==> src/rtl/trap_csr_pkg.sv <==
package trap_csr_pkg;

    typedef enum logic [2:0] {
        OP_NONE  = 3'd0,
        OP_STORE = 3'd1,
        OP_EPC   = 3'd2,
        OP_TVEC  = 3'd3,
        OP_IE    = 3'd4,
        OP_IP    = 3'd5
    } wr_op_e;

    typedef enum logic [1:0] {
        PRIV_USER  = 2'b00,
        PRIV_SUPER = 2'b01,
        PRIV_RSVD  = 2'b10,
        PRIV_MACH  = 2'b11
    } priv_e;

    typedef enum logic [1:0] {
        ARCH_NONE = 2'b00,
        ARCH_W32  = 2'b01,
        ARCH_W64  = 2'b10,
        ARCH_W128 = 2'b11
    } arch_e;

    localparam int NSLOT  = 13;
    localparam int SLOT_W = $clog2(NSLOT);

    localparam logic [SLOT_W-1:0] SL_M_EPC   = 4'd0;
    localparam logic [SLOT_W-1:0] SL_M_SCR   = 4'd1;
    localparam logic [SLOT_W-1:0] SL_M_CAUSE = 4'd2;
    localparam logic [SLOT_W-1:0] SL_M_TVAL  = 4'd3;
    localparam logic [SLOT_W-1:0] SL_S_EPC   = 4'd4;
    localparam logic [SLOT_W-1:0] SL_S_SCR   = 4'd5;
    localparam logic [SLOT_W-1:0] SL_S_CAUSE = 4'd6;
    localparam logic [SLOT_W-1:0] SL_S_TVAL  = 4'd7;
    localparam logic [SLOT_W-1:0] SL_M_VEC   = 4'd8;
    localparam logic [SLOT_W-1:0] SL_S_VEC   = 4'd9;
    localparam logic [SLOT_W-1:0] SL_M_IE    = 4'd10;
    localparam logic [SLOT_W-1:0] SL_M_IP    = 4'd11;
    localparam logic [SLOT_W-1:0] SL_S_IE    = 4'd12;

    localparam int ISA_BIT_A = 0;
    localparam int ISA_BIT_C = 2;
    localparam int ISA_BIT_D = 3;
    localparam int ISA_BIT_F = 5;
    localparam int ISA_BIT_M = 12;

    typedef struct packed {
        logic              hit;
        wr_op_e            op;
        logic [SLOT_W-1:0] slot;
    } csr_dec_t;

endpackage

==> src/rtl/trap_csr_decode.sv <==
module trap_csr_decode
    import trap_csr_pkg::*;
(
    input  logic [11:0] addr,
    output csr_dec_t    dec
);
    always_comb begin
        dec = '{hit: 1'b1, op: OP_STORE, slot: SL_M_SCR};
        case (addr)
            12'h340: dec = '{hit: 1'b1, op: OP_STORE, slot: SL_M_SCR};
            12'h341: dec = '{hit: 1'b1, op: OP_EPC,   slot: SL_M_EPC};
            12'h342: dec = '{hit: 1'b1, op: OP_STORE, slot: SL_M_CAUSE};
            12'h343: dec = '{hit: 1'b1, op: OP_STORE, slot: SL_M_TVAL};
            12'h140: dec = '{hit: 1'b1, op: OP_STORE, slot: SL_S_SCR};
            12'h141: dec = '{hit: 1'b1, op: OP_EPC,   slot: SL_S_EPC};
            12'h142: dec = '{hit: 1'b1, op: OP_STORE, slot: SL_S_CAUSE};
            12'h143: dec = '{hit: 1'b1, op: OP_STORE, slot: SL_S_TVAL};
            12'h305: dec = '{hit: 1'b1, op: OP_TVEC,  slot: SL_M_VEC};
            12'h105: dec = '{hit: 1'b1, op: OP_TVEC,  slot: SL_S_VEC};
            12'h304: dec = '{hit: 1'b1, op: OP_IE,    slot: SL_M_IE};
            12'h344: dec = '{hit: 1'b1, op: OP_IP,    slot: SL_M_IP};
            12'h144: dec = '{hit: 1'b1, op: OP_STORE, slot: SL_M_IP};
            12'h104: dec = '{hit: 1'b1, op: OP_STORE, slot: SL_S_IE};
            default: dec = '{hit: 1'b0, op: OP_NONE,  slot: '0};
        endcase
    end
endmodule

==> src/rtl/trap_csr_legalize.sv <==
module trap_csr_legalize
    import trap_csr_pkg::*;
#(
    parameter int              XLEN    = 64,
    parameter logic [XLEN-1:0] IE_MASK = XLEN'('hAAA),
    parameter logic [XLEN-1:0] IP_MASK = XLEN'('h222)
) (
    input  wr_op_e          op,
    input  logic [XLEN-1:0] wdata,
    input  logic [XLEN-1:0] old,
    input  logic            rvc_on,
    output logic [XLEN-1:0] nxt
);
    localparam logic [XLEN-1:0] EPC_KEEP_C = ~XLEN'(1);
    localparam logic [XLEN-1:0] EPC_KEEP_N = ~XLEN'(3);

    logic [1:0] mode_in;
    assign mode_in = wdata[1:0];

    always_comb begin
        nxt = old;
        unique case (op)
            OP_STORE: nxt = wdata;
            OP_EPC:   nxt = wdata & (rvc_on ? EPC_KEEP_C : EPC_KEEP_N);
            OP_TVEC:  nxt = mode_in[1] ? {wdata[XLEN-1:2], old[1:0]} : wdata;
            OP_IE:    nxt = (old & ~IE_MASK) | (wdata & IE_MASK);
            OP_IP:    nxt = (old & ~IP_MASK) | (wdata & IP_MASK);
            default:  nxt = old;
        endcase
    end
endmodule

==> src/rtl/trap_xlen_sel.sv <==
module trap_xlen_sel
    import trap_csr_pkg::*;
(
    input  logic [1:0] mxl,
    input  logic [1:0] sxl,
    input  logic [1:0] uxl,
    input  logic [1:0] priv,
    output logic [1:0] arch_code,
    output logic       mode32,
    output logic       arch_err
);
    logic [1:0] field;
    logic       priv_bad;

    always_comb begin
        priv_bad = 1'b0;
        field    = 2'b00;
        unique case (priv_e'(priv))
            PRIV_MACH:  field = mxl;
            PRIV_SUPER: field = sxl;
            PRIV_USER:  field = uxl;
            PRIV_RSVD:  priv_bad = 1'b1;
            default:    priv_bad = 1'b1;
        endcase
    end

    always_comb begin
        arch_err  = 1'b0;
        arch_code = ARCH_NONE;
        if (priv_bad) begin
            arch_err = 1'b1;
        end else begin
            unique case (arch_e'(field))
                ARCH_W32:  arch_code = ARCH_W32;
                ARCH_W64:  arch_code = ARCH_W64;
                ARCH_W128: arch_code = ARCH_W128;
                default:   arch_err  = 1'b1;
            endcase
        end
    end

    assign mode32 = (arch_code == ARCH_W32) && !arch_err;
endmodule

==> src/rtl/trap_csr_unit.sv <==
module trap_csr_unit
    import trap_csr_pkg::*;
#(
    parameter int              XLEN    = 64,
    parameter logic [XLEN-1:0] IE_MASK = XLEN'('hAAA),
    parameter logic [XLEN-1:0] IP_MASK = XLEN'('h222)
) (
    input  logic            clk,
    input  logic            rst_n,
    input  logic            wr_en,
    input  logic [11:0]     wr_addr,
    input  logic [XLEN-1:0] wr_data,
    input  logic [11:0]     rd_addr,
    output logic [XLEN-1:0] rd_data,
    input  logic [XLEN-1:0] isa_word,
    input  logic [1:0]      priv,
    input  logic [1:0]      sxl,
    input  logic [1:0]      uxl,
    output logic            illegal_wr,
    output logic [1:0]      arch_code,
    output logic            mode32,
    output logic            arch_err,
    output logic            has_amo,
    output logic            has_rvc,
    output logic            has_muldiv,
    output logic            has_fp
);
    csr_dec_t        wdec;
    csr_dec_t        rdec;
    logic [XLEN-1:0] regs [NSLOT];
    logic [XLEN-1:0] old_val;
    logic [XLEN-1:0] new_val;

    trap_csr_decode u_wdec (.addr(wr_addr), .dec(wdec));
    trap_csr_decode u_rdec (.addr(rd_addr), .dec(rdec));

    assign has_amo    = isa_word[ISA_BIT_A];
    assign has_rvc    = isa_word[ISA_BIT_C];
    assign has_muldiv = isa_word[ISA_BIT_M];
    assign has_fp     = isa_word[ISA_BIT_F] | isa_word[ISA_BIT_D];

    assign old_val = regs[wdec.slot];

    trap_csr_legalize #(
        .XLEN(XLEN), .IE_MASK(IE_MASK), .IP_MASK(IP_MASK)
    ) u_leg (
        .op(wdec.op), .wdata(wr_data), .old(old_val),
        .rvc_on(has_rvc), .nxt(new_val)
    );

    always_ff @(posedge clk or negedge rst_n) begin
        if (!rst_n) begin
            for (int i = 0; i < NSLOT; i++) regs[i] <= '0;
            illegal_wr <= 1'b0;
        end else begin
            illegal_wr <= wr_en && !wdec.hit;
            if (wr_en && wdec.hit) regs[wdec.slot] <= new_val;
        end
    end

    assign rd_data = rdec.hit ? regs[rdec.slot] : '0;

    trap_xlen_sel u_xsel (
        .mxl(isa_word[XLEN-1:XLEN-2]), .sxl(sxl), .uxl(uxl), .priv(priv),
        .arch_code(arch_code), .mode32(mode32), .arch_err(arch_err)
    );
endmodule

==> config.mk <==
export PLATFORM = sky130hd
export DESIGN_NAME = trap_csr_unit
export DESIGN_NICKNAME = d
export VERILOG_FILES = /design/src/rtl/trap_csr_pkg.sv /design/src/rtl/trap_csr_decode.sv /design/src/rtl/trap_csr_legalize.sv /design/src/rtl/trap_xlen_sel.sv /design/src/rtl/trap_csr_unit.sv
export SDC_FILE = /design/constraint.sdc
export NUM_CORES = 2
export LEC_CHECK = 0
export BUFFER_PORTS_ARGS = -buffer_cell sky130_fd_sc_hd__buf_2
export CAP_MARGIN = 20
export CORE_ASPECT_RATIO = 1.2
export CORE_UTILIZATION = 44
export CTS_BUF_LIST = sky130_fd_sc_hd__clkbuf_4
export CTS_CLUSTER_DIAMETER = 60
export CTS_CLUSTER_SIZE = 20
export DETAILED_ROUTE_END_ITERATION = 6
export GPL_TIMING_DRIVEN = 0
export HOLD_SLACK_MARGIN = 0.05
export PLACE_DENSITY = 0.67
export SLEW_MARGIN = 40
export SYNTH_ARGS = -nofsm -noshare
export SYNTH_HDL_FRONTEND = slang
export SYNTH_SLANG_ARGS = --single-unit
==> constraint.sdc <==
create_clock -name clk -period 3.2 [get_ports clk]
set_input_delay 0.48 -clock clk [delete_from_list [all_inputs] [get_ports clk]]
set_output_delay 0.48 -clock clk [all_outputs]
set_load 0.05 [all_outputs]
Yosys cells after proc, flatten, opt, wreduce, memory -nomap -nowiden
Index checks and enable logic that the tools add are counted.
{"block": "classes", "n_reduce_logical": 8, "n_eq_ne": 40, "bitwise": 6, "mux": 21, "order_cmp": 3}
{"op": "$bwmux 832", "count": 1}
{"op": "$bmux 64 s4", "count": 2}
{"op": "$mux 64", "count": 6}
{"op": "$pmux 64 s5", "count": 1}
{"op": "$demux 64 s4", "count": 1}
{"op": "$pmux 8 s14", "count": 2}
{"op": "$eq 12x10->1 const B", "count": 14}
{"op": "$eq 12x9->1 const B", "count": 14}
{"op": "$and 64x64->64", "count": 1}
{"op": "$or 64x10->64", "count": 1}
{"op": "$or 64x12->64", "count": 1}
{"op": "$pmux 2 s3", "count": 2}
{"op": "$ge 5x5->1 const B", "count": 2}
{"op": "$not 4->5", "count": 2}
{"op": "$eq 2x2->1 const B", "count": 4}
{"op": "$eq 2x1->1 const B", "count": 3}
{"op": "$eq 3x2->1 const B", "count": 2}
{"op": "$eq 3x3->1 const B", "count": 2}
{"op": "$mux 2", "count": 3}
{"op": "$lt 5x1->1 const B", "count": 1}
{"op": "$logic_and 1x1->1", "count": 4}
{"op": "$eq 3x1->1 const B", "count": 1}
{"op": "$mux 1", "count": 3}
{"op": "$reduce_or 3->1", "count": 1}
{"op": "3 further kinds", "count": 4}
{"block": "totals", "word_cells": 92, "regBits": 833, "input_bits": 161}

Depth between registers and ports, before layout
{"block": "depth", "depth_word": 9, "mapped_depth": 12, "mapped_depth_nobuf": 7}

Hierarchy
A second synthesis with hierarchy kept.
{"block": "unflattened", "hier_cells": 3427, "area_unflattened_um2": 46113.0}
{"module": "trap_csr_unit", "n_inst": 1, "area_each_um2": 44585.3, "seq_area_each_um2": 20845.0, "cells_per_inst": 3269}
{"module": "trap_csr_legalize", "n_inst": 1, "area_each_um2": 997.2, "seq_area_each_um2": 0.0, "cells_per_inst": 88}
{"module": "trap_csr_decode", "n_inst": 2, "area_each_um2": 236.5, "seq_area_each_um2": 0.0, "cells_per_inst": 31}
{"module": "trap_xlen_sel", "n_inst": 1, "area_each_um2": 57.6, "seq_area_each_um2": 0.0, "cells_per_inst": 8}

Worst setup path before layout
No wires, ideal clock.
{"block": "synth_timing", "kind": "input port to output port", "from": "input port priv[0]", "to": "output port mode32", "stages": 3, "setup_slack_ns": 0.133, "arrival_ns": 2.587, "path_cell_list": "mux2i_1 o21ai_0 nor2b_1"}
{"block": "synth_between", "word_cells_on_any_way": 17, "classes_between": "eq/ne (7); mux (6); reduce/logical (4)"}
{"element": "start, declared", "line": "trap_csr_unit.sv:16", "text": "input logic [1:0] priv,"}
{"element": "$eq 2x1->1 (tied with other cells)", "line": "trap_xlen_sel.sv:18", "text": "unique case (priv_e'(priv))"}
{"element": "$pmux 2 s3", "line": "trap_xlen_sel.sv:18"}
{"element": "$eq 2x2->1 / $eq 2x1->1 (equally long branches)", "line": "trap_xlen_sel.sv:33", "text": "unique case (arch_e'(field))"}
{"element": "$pmux 2 s3", "line": "trap_xlen_sel.sv:33"}
{"element": "$mux 2 *", "line": "trap_xlen_sel.sv:30", "text": "if (priv_bad) begin"}
{"element": "via arch_code[0]", "line": "trap_csr_unit.sv:20", "text": "output logic [1:0] arch_code,"}
{"element": "$eq 2x1->1 *", "line": "trap_xlen_sel.sv:42", "text": "assign mode32 = (arch_code == ARCH_W32) && !arch_err;"}
{"element": "$logic_and 1x1->1 *", "line": "trap_xlen_sel.sv:42"}
{"element": "end, declared", "line": "trap_csr_unit.sv:21", "text": "output logic mode32,"}
The timed path passes the listed nets; every way through them passes the cells marked *.

Final worst setup path
{"block": "layout_timing", "from": "input port rd_addr[8]", "to": "output port rd_data[41]"}
{"block": "layout_between", "elab_chain_len": 7, "word_cells_on_any_way": 20, "classes_between": "eq/ne (14); mux (5); bitwise (1)"}
{"element": "start, declared", "line": "trap_csr_unit.sv:13", "text": "input logic [11:0] rd_addr,"}
{"element": "$eq 12x9->1 / $eq 12x10->1 (equally long branches)", "line": "trap_csr_decode.sv:9", "text": "case (addr)"}
{"element": "$pmux 8 s14 *", "line": "trap_csr_decode.sv:9"}
{"element": "$not 4->5 (not written as such)", "line": "trap_csr_unit.sv:61", "text": "assign rd_data = rdec.hit ? regs[rdec.slot] : '0;"}
{"element": "$bmux 64 s4", "line": "trap_csr_unit.sv:61"}
{"element": "$mux 64 (not written as such) (2 in series)", "line": "trap_csr_unit.sv:61"}
{"element": "$mux 64 *", "line": "trap_csr_unit.sv:61"}
{"element": "end, declared", "line": "trap_csr_unit.sv:14", "text": "output logic [XLEN-1:0] rd_data,"}
Every way passes the cells marked *; elsewhere a longest branch is shown, timed or not. The select of a mux whose other input is x is not followed.

==> flow_summary.ini <==
[floorplanning]
dieHeight_um = 323
initial_core_util = 0.445
dieArea_um2 = 87300
rows = 117
dieWidth_um = 270
io_pins = 234
design.core.area_um2 = 85100

[power_and_ir_drop]
p_sw_mw = 4.24
p_per_area_nw_per_um2 = 366
irDropWorstVdd_uv = 289
p_leak_nw = 18.5
p_clk_frac = 0.307
power_mw = 16.3
p_comb_frac = 0.040
seq_power_share = 0.653
p_int_mw = 12.0
swShare = 0.261

[critical_path]
cp-end-kind = output pin
crit_family = compound AO/OA/AOI/OAI gates
critPathSlowestCell = a222oi_1
crit_path_frequent_cell = buf_6
cp.buffers_inverters = 5
crit_chain = buf_6 > nor4b_4 > nand2_1 > buf_6 > nor2_4 > o21a_4 > clkbuf_16 > clkbuf_16 > a222oi_1 > a21oi_1 > a2111o_1 > buf_6
cp_max_fo = 6
cp.arrival_ns = 2.87
worstSetupPathType = in2out
critPathLaunchType = input pin
rrSetupSlack_ns = 1.38
cp.required_ns = 2.72
cp_slowest_stage_delay_ns = 0.52

[route]
wl_per_cell_um = 32.5
viasPerCell = 6.67
routed_wl_um = 187000
postRouteAntennaNets = 0
drtIter0Drc = 7292
num_vias = 38300
drt_first_pass_iters = 7
drc = 0

[timing]
slew_violations = 0
relSlewSlack = 0.327
timing.hold.ws_ns = 0.118
fin_crit_sh = 1.05
skew_ns = 0.0580
worst_pin_slew_ns = 1.01
setup_slack_ns = -0.148
setup-violations-final = 41
rsz0062_at_grt = yes
hold_viol = 0
timing.fmax_ghz = 0.299
layout_min_cycle_time_ns = 3.35

[place]
gp_congestion = 1.00
port_buffers = 170
dp_hpwl_um = 120000

[synth]
seq_area_frac_synth = 0.550
syn-num-nets = 4389
yosysUniqueCellTypes = 70
synth_seq_cells = 833
yosys-top-cells-count = nand2_1, dfrtp_1, o21ai_0
synth-async-reset-ratio = 1.00
syn_inst = 4228
yosysWarnings = 0
synth_most_common_cell = nand2_1
synth_edf_count = 0
yosys.area.top_type = dfrtp_1
synth_flop_cell = dfrtp_1
synth_area_um2 = 37900
synth_top_cell_area_share = 0.550
avgSynthCellArea_um2 = 8.96
synthTopCellsByArea = dfrtp_1, nand2_1, o21ai_0, clkbuf_1, o21ai_1

[finish]
areaGrowthSynthToFinish_pct = 17.3
multi_input_area_um2 = 15500
nFillCells = 7927
regArea_um2 = 20800
layout-drive-gt1-share = 0.146
fin_util = 0.522
final_nets = 4743

[global_routing]
antenna_found_initial = 16
grt_pass1_vias = 35600
grt_overflow_total = 0
gr-usage-all-layers = 0.418
grt_pass1_wl_um = 260000
grt_max_degree = 105

[clock_tree]
cts_made_buffers = 54
htreeDepth = 2
path_clk_slew_ns = 0.19
clkSinkCount = 833
cts_tree = yes
clock_path_buffers = 3
root_buffer = clkbuf_4
clock_latency_ns = 1.09

[job]
max_cap_violations = 0

[hold_path]
min_path_type = in2reg

[outcome]
run_status = finished, violations left
violations = setup timing
-- registers in the layout, indices dropped and copies added, names as in the netlist --
signal,cells
illegal_wr,1
regs,832
-- per-layer routing --
layer,track usage,wire [µm],up-vias
met5,0,58,-
met4,0.319,18500,10
met3,0.147,28100,954
met2,0.604,76300,3421
met1,0.514,63800,18600
li1,-,-,15400
-- cell families (layout without fill, tap and decap cells) --
| group | count (synthesis) | after routing | synth area share |
|---|---|---|---|
| flops | 833 | 833 | 0.550 |
| compound gates | 1337 | 1337 | 0.216 |
| buf+inv | 460 | 842 | 0.0523 |
| mux | 73 | 73 | 0.0196 |
| other cells | 0 | 10 | 0 |
| simple gates | 1525 | 1525 | 0.162 |
-- power by group through the flow --
| stage | sequential (mW) | clock, mW | combinational, mW |
|---|---|---|---|
| 2_1_floorplan | 10.8 | 0 | 0.152 |
| 3_3_place_gp | 10.8 | 0 | 0.512 |
| 3_5_place_dp | 10.8 | 0 | 0.557 |
| 4_1_cts | 10.6 | 4.88 | 0.633 |
| 5_1_grt | 10.6 | 5.20 | 0.715 |
| 6_report | 10.6 | 4.99 | 0.654 |
-- placed cells by master, fill, tap and decap left out, types with 80 or more instances in the layout --
cell type and n:
clkbuf_1 186, nand2_1 1282, dfrtp_1 832, a22oi_1 99, a31oi_1 119, a21oi_1 120
o21ai_1 194, a222oi_1 94, buf_2 225, clkbuf_4 80, o21ai_0 537, nand3_1 88
-- worst min-delay path: stages --
cell and delay (ns):
buf_2 0.11, nor4_4 0.06, o2111ai_1 0.34, o21ai_0 0.17
-- final cells by class --
cell class                      instances  share of cell area
Antenna cell                           10            0.000563
Buffer                                455              0.0700
Clock buffer                           61              0.0103
Clock inverter                         23             0.00597
Inverter                                4            0.000338
Multi-Input combinational cell       2935               0.349
Sequential cell                       833               0.469
Tap cell                             1130              0.0318
Timing Repair Buffer                  299              0.0630
-- final timing paths --
kind                       startpoint          end  cells past startpoint
setup / recovery           rd_addr[8]  rd_data[41]                     12
hold / removal             wr_addr[4]    regs[769]                      4
setup reg to reg            regs[745]    regs[105]                      6
hold reg to reg             regs[154]    regs[154]                      1
max in group asynchronous       rst_n     regs[26]                      7
min in group asynchronous       rst_n    regs[377]                      4
-- repair_timing --
action,CTS,global route
pin swaps,35,92
buffers inserted,5,30
endpoints found under the setup margin,64,64
hold buffers,67,0
gates cloned,2,7
gates resized for setup,354,133
endpoints found under the hold margin,726,0
-- metrics by stage --
| stage | setup TNS (ns) | area, µm² | std cells | setup WS, ns |
|---|---|---|---|---|
| after floorplan | 0 | 37900 | 4228 | 0.133 |
| after global placement | - | 40100 | 5528 | -16.59 |
| after detailed placement | -415.46 | 40700 | 5545 | -1.33 |
| after CTS | -0.150 | 43500 | 5703 | -0.0387 |
| after global routing | -3.23 | 44400 | 5742 | -0.175 |
| final | -1.83 | 44400 | 5750 | -0.148 |
No activity file was read; power rests on OpenSTA's default activity.
